==> src/rtl/gpio_qual_pkg.sv <==
package gpio_qual_pkg;
  typedef enum logic [1:0] {
    QM_SYNC  = 2'b00,
    QM_QUAL3 = 2'b01,
    QM_QUAL6 = 2'b10,
    QM_ASYNC = 2'b11
  } qual_mode_e;
endpackage

==> src/rtl/gpio_qual_tick.sv <==
module gpio_qual_tick #(
  parameter int PER_W = 8
) (
  input  logic             clk,
  input  logic             rst_n,
  input  logic [PER_W-1:0] period_i,
  output logic             tick_o
);
  localparam int CNT_W = PER_W + 1;

  logic [CNT_W-1:0] cnt_q, cnt_d, lim;
  logic             last;

  always_comb begin
    lim   = {period_i, 1'b0} - CNT_W'(1);
    last  = (period_i == '0) || (cnt_q >= lim);
    cnt_d = last ? '0 : cnt_q + CNT_W'(1);
  end

  always_ff @(posedge clk or negedge rst_n) begin
    if (!rst_n) cnt_q <= '0;
    else        cnt_q <= cnt_d;
  end

  assign tick_o = last;
endmodule

==> src/rtl/gpio_qual_sync.sv <==
module gpio_qual_sync #(
  parameter int WIDTH = 16
) (
  input  logic             clk,
  input  logic             rst_n,
  input  logic [WIDTH-1:0] async_i,
  output logic [WIDTH-1:0] sync_o
);
  logic [WIDTH-1:0] meta_q, stab_q;

  always_ff @(posedge clk or negedge rst_n) begin
    if (!rst_n) begin
      meta_q <= '0;
      stab_q <= '0;
    end else begin
      meta_q <= async_i;
      stab_q <= meta_q;
    end
  end

  assign sync_o = stab_q;
endmodule

==> src/rtl/gpio_qual_lane.sv <==
module gpio_qual_lane
  import gpio_qual_pkg::*;
#(
  parameter int SHORT_N = 3,
  parameter int LONG_N  = 6
) (
  input  logic       clk,
  input  logic       rst_n,
  input  logic       tick_i,
  input  logic       sync_i,
  input  logic       pad_i,
  input  qual_mode_e mode_i,
  output logic       q_o
);
  localparam int HIST_W = LONG_N - 1;

  logic [HIST_W-1:0]  hist_q, hist_d;
  logic [SHORT_N-1:0] win_short;
  logic [LONG_N-1:0]  win_long;
  logic               agree_short, agree_long;
  logic               q_q, q_d;

  always_comb begin
    win_short   = {hist_q[SHORT_N-2:0], sync_i};
    win_long    = {hist_q, sync_i};
    agree_short = (&win_short) | ~(|win_short);
    agree_long  = (&win_long)  | ~(|win_long);
    hist_d      = tick_i ? {hist_q[HIST_W-2:0], sync_i} : hist_q;
    unique case (mode_i)
      QM_QUAL3: q_d = (tick_i && agree_short) ? sync_i : q_q;
      QM_QUAL6: q_d = (tick_i && agree_long)  ? sync_i : q_q;
      default:  q_d = sync_i;
    endcase
  end

  always_ff @(posedge clk or negedge rst_n) begin
    if (!rst_n) begin
      hist_q <= '0;
      q_q    <= 1'b0;
    end else begin
      hist_q <= hist_d;
      q_q    <= q_d;
    end
  end

  assign q_o = (mode_i == QM_ASYNC) ? pad_i : q_q;
endmodule

==> src/rtl/gpio_qual_filter.sv <==
module gpio_qual_filter
  import gpio_qual_pkg::*;
#(
  parameter int NUM_PINS   = 16,
  parameter int GROUP_PINS = 8,
  parameter int PER_W      = 8,
  parameter int SHORT_N    = 3,
  parameter int LONG_N     = 6,
  localparam int NUM_GROUPS = (NUM_PINS + GROUP_PINS - 1) / GROUP_PINS
) (
  input  logic                        clk,
  input  logic                        rst_n,
  input  logic [NUM_PINS-1:0]         pad_i,
  input  logic [NUM_GROUPS*PER_W-1:0] period_i,
  input  logic [2*NUM_PINS-1:0]       mode_i,
  output logic [NUM_PINS-1:0]         qual_o
);
  logic [NUM_PINS-1:0]   pad_sync;
  logic [NUM_GROUPS-1:0] grp_tick;

  gpio_qual_sync #(.WIDTH(NUM_PINS)) u_sync (
    .clk     (clk),
    .rst_n   (rst_n),
    .async_i (pad_i),
    .sync_o  (pad_sync)
  );

  for (genvar g = 0; g < NUM_GROUPS; g++) begin : g_grp
    gpio_qual_tick #(.PER_W(PER_W)) u_tick (
      .clk      (clk),
      .rst_n    (rst_n),
      .period_i (period_i[g*PER_W +: PER_W]),
      .tick_o   (grp_tick[g])
    );
  end

  for (genvar p = 0; p < NUM_PINS; p++) begin : g_pin
    gpio_qual_lane #(.SHORT_N(SHORT_N), .LONG_N(LONG_N)) u_lane (
      .clk    (clk),
      .rst_n  (rst_n),
      .tick_i (grp_tick[p / GROUP_PINS]),
      .sync_i (pad_sync[p]),
      .pad_i  (pad_i[p]),
      .mode_i (qual_mode_e'(mode_i[2*p +: 2])),
      .q_o    (qual_o[p])
    );
  end
endmodule

==> config.mk <==
export PLATFORM = sky130hd
export DESIGN_NAME = gpio_qual_filter
export DESIGN_NICKNAME = d
export VERILOG_FILES = /design/src/rtl/gpio_qual_pkg.sv /design/src/rtl/gpio_qual_tick.sv /design/src/rtl/gpio_qual_sync.sv /design/src/rtl/gpio_qual_lane.sv /design/src/rtl/gpio_qual_filter.sv
export SDC_FILE = /design/constraint.sdc
export NUM_CORES = 1
export LEC_CHECK = 0
export BUFFER_PORTS_ARGS = -buffer_cell sky130_fd_sc_hd__buf_2
export CORE_MARGIN = 5
export CORE_UTILIZATION = 40
export DETAILED_ROUTE_END_ITERATION = 12
export RECOVER_POWER = 25
export SETUP_SLACK_MARGIN = 0.05
export SLEW_MARGIN = 15
export SYNTH_ARGS = -nofsm -noshare
export SYNTH_HDL_FRONTEND = slang
export SYNTH_SLANG_ARGS = --single-unit
==> constraint.sdc <==
create_clock -name clk -period 3 [get_ports clk]
set_input_delay 0.45 -clock clk [delete_from_list [all_inputs] [get_ports clk]]
set_output_delay 0.45 -clock clk [all_outputs]
set_load 0.01 [all_outputs]
* Word level (Yosys, flattened, before mapping)
Cells that the tools add are included.
Cells by class: bitwise logic cells 64, multiplexer cells 66, $lt $le $gt $ge 2, eq/ne operators 80, add/subtract/negate cells 4, reductions and logical operators 116
Operators with widths (count):
- $reduce_and 6->1 | 16
- $reduce_or 6->1 | 16
- $eq 2x2->1 const B | 32
- $ne 2x1->1 const B | 32
- $mux 1 | 48
- $reduce_and 3->1 | 16
- $reduce_or 3->1 | 16
- $eq 2x1->1 const B | 16
- $logic_and 1x1->1 | 32
- $not 1->1 | 32
- $or 1x1->1 | 32
- $pmux 1 s2 | 16
- $reduce_and 2->1 | 16
- $add 9x1->9 const B | 2
- $ge 9x9->1 | 2
- $mux 9 | 2
- $sub 9x1->9 const B | 2
- $logic_not 8->1 | 2
- $logic_or 1x1->1 | 2
Storage, ports and cells: output and inout bits 16, bits of input ports 66, flip-flop bits (word level) 146, logic and storage cells 368

* Logic depth before layout (Yosys ltp)
depth after elaboration 6, gate-level depth with buffers 13, gate-level depth less buffers 11

* Hierarchy
A second synthesis with hierarchy kept.
Second synthesis, totals: cells, all modules 556, area, all modules 6876.6 um2
By module, submodules not included:
- gpio_qual_lane at g_pin[10].u_lane ... | seq. area each 150.1 um2, area an instance 290.3 um2, instances 15, cells an instance 23
- gpio_qual_sync | seq. area each 800.8 um2, area an instance 800.8 um2, instances 1, cells an instance 32
- gpio_qual_tick at g_grp[0].u_tick | seq. area each 225.2 um2, area an instance 710.7 um2, instances 1, cells an instance 75
- gpio_qual_tick at g_grp[1].u_tick | seq. area each 225.2 um2, area an instance 703.2 um2, instances 1, cells an instance 77
- gpio_qual_lane at g_pin[0].u_lane | seq. area each 150.1 um2, area an instance 307.8 um2, instances 1, cells an instance 27

* Worst setup path before layout
Ideal clock, no wire load.
path kind input -> register, start in period_i[10], end reg g_pin[11].u_lane.hist_q[4], arrival time 2.832 ns, buffers on the path 2, data required time 2.875 ns, library setup time 0.125 ns, slack 0.043 ns, stages on the path 11, cells stage by stage or4_4 -> nor4_1 -> xnor2_1 -> ha_1 -> o21ai_0 -> nor2_1 -> nor3_2 -> nand2_4 -> buf_6 -> buf_12 -> mux2_4
On the way: word-level cells in the longest chain between the ends 3, elaborated cells on any way between the ends 4, those cells by class 1 x add/sub; 1 x order compare; 2 x reduce/logical
Ends and longest elaborated chain:
- start, declared | line gpio_qual_filter.sv:14 | input logic [NUM_GROUPS*PER_W-1:0] period_i,
- $sub 9x1->9 | line gpio_qual_tick.sv:15 | lim = {period_i, 1'b0} - CNT_W'(1);
- $ge 9x9->1 | line gpio_qual_tick.sv:16 | last = (period_i == '0) || (cnt_q >= lim);
- $logic_or 1x1->1 * | line gpio_qual_tick.sv:16
- end signal, assigned | line gpio_qual_lane.sv:41 | hist_q <= hist_d;
- end, declared | line gpio_qual_lane.sv:17 | logic [HIST_W-1:0] hist_q, hist_d;
Mark *: on every way between the ends. The rest lies on a longest branch, timed or not. A chain may end at the register's enable or synchronous reset.

* Worst setup path after layout
start in period_i[10], end reg g_pin[8].u_lane.hist_q[1]
On the way: word-level cells in the longest chain between the ends 3, elaborated cells on any way between the ends 4, those cells by class 1 x add/sub; 1 x order compare; 2 x reduce/logical
Ends and longest elaborated chain (line):
- $sub 9x1->9 | gpio_qual_tick.sv:15
- $ge 9x9->1 | gpio_qual_tick.sv:16
- $logic_or 1x1->1 * | gpio_qual_tick.sv:16
- end signal, assigned | gpio_qual_lane.sv:41
- end, declared | gpio_qual_lane.sv:17
Marks and branches as above.

==> out/qor.csv <==
metric;value;unit
status;finished clean;
CTS buffer count;17;
die area;0.0217;mm²
CTS resizes;0;
CP max stage delay;0.53;ns
Final Power;8020;µW
Slew Limit Fails;0;
max frequency;0.386;GHz
synthesized flop and latch total;146;
crit-path leading delay family;simple AND/OR/NAND/NOR gates;
maximum fanout along the worst path;20;
DR iter-0 viols;266;
Placer Congestion;0.820;
final setup fails;0;
unrepaired setup endpoints after global routing;false;
Main synth FF type;dfrtp_1;
Routed WL per cell;15.4;µm
Max-Cap Viols;0;
core area;0.0186;mm²
clk_lat worst skew;0.43;ns
wire length on met1;7.06;mm
Clock Skews;0.00899;ns
# hold bufs at CTS;0;
CTS tree;done;
crit end category;flop;
total number of vias;5465;
worst-case clock buffer depth;2;
DR vias/cell;5.36;
asr flop ratio synth;100;%
num rows;50;
die extent in x;147;µm
final core occ;47.5;%
number of antenna diodes;0;
Detailed Place HPWL;10.8;mm
Met3 Routed Length;618;µm
I/O pin count;82;
Root Buffer;clkbuf_16;
Hold Vio Cnt, Final;0;
first-pass GRT wire length;26.8;mm
clock-pin slew on the worst setup and hold paths;0.07;ns
Worst Max-Slew Pin Slew;1.47;ns
CTS Sinks;146;
drt drc;0;
syn_area_per_cell;11.0;µm²
DR WL met2;7.83;mm
setup TNS;0;ns
startpoint types;primary input;
ANT nets after route;0;
Yosys Warn Count;0;
Hold Crit Class;primary input to flop;
worst endpoint required time;3.30;ns
routed wire length;15.7;mm
Distinct cells, synth;42;
Die H;147;µm
Post-Place Cells;988;
worst setup path class;primary input to flop;
post-route clock period utilization;86.4;%
vias in the first global route;5564;
final worst slack;0.407;ns
H-tree levels;4;
LEAKAGE;0.00396;µW
Worst EP arrival;2.90;ns
Pre-Repair DR Iteration Count;4;
number of synthesized flops with an enable pin;0;
Layout area overhead;17.6;%
pre-CTS setup slack;-0.0261;ns
worst-path cell chain;buf_2, or4_4, nor4_1, xnor2_1, ha_1, nand4_1, nor2_1, o31ai_4, nand2_4, buf_12, mux2_2;
headroom to the max-slew limit;1.72;%
share of layout cells above drive strength 1;28.0;%
Final min period;2.59;ns
cell count after synthesis;683;
postcts setup bufs;0;
largest net degree at the start of global routing;62;
Layout Nets;861;
worst path bufs/invs;2;
Syn Nets;771;
All-Layer GR Usage;15.0;%
non-filler instance count after layout;1020;
slowest cell on the critical path;or4_4;
mapped cell area;0.00753;mm²
global route overflow;0;
VDD IR max;471;µV
post-synthesis sequential area ratio;48.5;%
initial antenna violation count;0;
Power Dens Cells;905;mW/mm²
Top Layer Used;met4;
IO Port Bufs;81;
Initial Util;40.4;%
[worst reg2reg max path: cells and delay by family, from the launching register on]
family,cells,cell delay (ns)
compound gates,3,0.63
simple gates,2,0.58
flops,1,0.42
fa+ha+maj,1,0.33
[stage by stage]
step	hold slack [ns]	cell area, µm²
after floorplan	0.154	7540
after global placement	0.333	8250
after detailed placement	0.335	8250
after CTS	0.00621	8880
after global routing	0.117	8860
final	0.138	8860
[synth_stat cells, types with 2 or more instances]
library cell	count	area (µm²)
o31ai_4	2	42.5
mux2_4	3	45.0
xnor2_1	16	140
dfrtp_1	146	3650
a31oi_1	16	100
buf_2	2	10.0
nand2_1	52	195
mux2_2	75	845
mux2_1	2	22.5
mux2i_1	8	80.1
o31a_1	2	17.5
buf_4	22	165
a21oi_1	32	160
xor2_1	26	228
clkbuf_1	4	15.0
nor3_1	18	90.1
inv_1	6	22.5
nor4_1	2	12.5
a22oi_1	8	60.1
or4_1	8	60.1
o21ai_0	36	180
a211oi_1	36	270
o21a_1	8	60.1
nor2b_1	8	50.1
or3_1	4	25.0
ha_1	22	275
or4_4	2	22.5
nor3b_1	2	15.0
nor4b_4	2	47.6
o21bai_1	8	60.1
nor2_1	52	195
o21ba_2	8	80.1
and3_1	3	18.8
nor3_2	2	20.0
nand3_1	24	120
o22ai_1	8	50.1
nand4_1	3	18.8
[where the power goes]
part	switching (µW)	internal, µW
logic	1090	1290
registers	716	2670
clock network	857	1400
total	2660	5350
[area by class of cell]
class	instances	area [µm²]
clock buffers	17	425
multi-input cells	501	3640
fillers	1693	9780
inverters	6	22.5
repair buffers	101	619
clock inverters	15	206
well taps	234	293
flip-flops and latches	146	3650
[path summary, 6_finish.rpt]
path | slack [ns] | to | cells after the start | from
max in group asynchronous | 1.47 | g_pin[0].u_lane.hist_q[3] | 2 | rst_n
worst max-delay path | 0.41 | g_pin[8].u_lane.hist_q[1] | 11 | period_i[10]
worst max register to register | 0.91 | g_pin[4].u_lane.q_q | 6 | g_grp[0].u_tick.cnt_q[6]
worst min register to register | 0.35 | u_sync.sync_o[8] | 0 | u_sync.meta_q[8]
worst min-delay path | 0.14 | u_sync.meta_q[14] | 1 | pad_i[14]
min in group asynchronous | 0.38 | g_grp[0].u_tick.cnt_q[8] | 1 | rst_n
[metal layers]
layer | up-vias | GRT usage [%]
met5 | - | 0
met4 | 0 | 3.91
met3 | 21 | 4.23
met2 | 98 | 26.3
met1 | 2668 | 18.3
li1 | 2678 | -
[flip-flops by register name (all words and copies together) (netlist names)]
name                 cells
g_pin.u_lane.hist_q     80
g_pin.u_lane.q_q        16
u_sync.sync_o           16
u_sync.meta_q           16
g_grp.u_tick.cnt_q      18
[cells by family (layout without fill, tap and decap cells)]
family	after synthesis	count (layout)	share of synthesized area [%]
fa+ha+maj	22	22	3.66
xor+xnor	42	42	4.88
compound gates	164	164	14.4
buf+inv	36	139	3.24
flops	146	146	48.5
simple gates	185	185	12.2
mux	88	88	13.2
[cells in the final DEF, fill, tap and decap left out, types with 3 or more instances in the layout]
master	n
xor2_1	26
a211oi_1	36
and3_1	3
o21a_1	8
mux2i_1	8
a21oi_1	32
xnor2_1	16
mux2_2	75
o21ai_0	36
clkbuf_16	17
nand2_1	52
ha_1	22
mux2_4	3
clkinv_4	5
o21ba_2	8
o21bai_1	8
buf_4	14
a22oi_1	8
bufinv_16	4
nor2b_1	8
nor2_1	52
buf_12	6
dfrtp_1	146
or3_1	4
buf_2	71
nand3_1	24
a31oi_1	16
inv_1	6
o22ai_1	8
clkbuf_1	9
or4_1	8
nor3_1	18
nand4_1	3
Power figures use the tool's default switching activity.
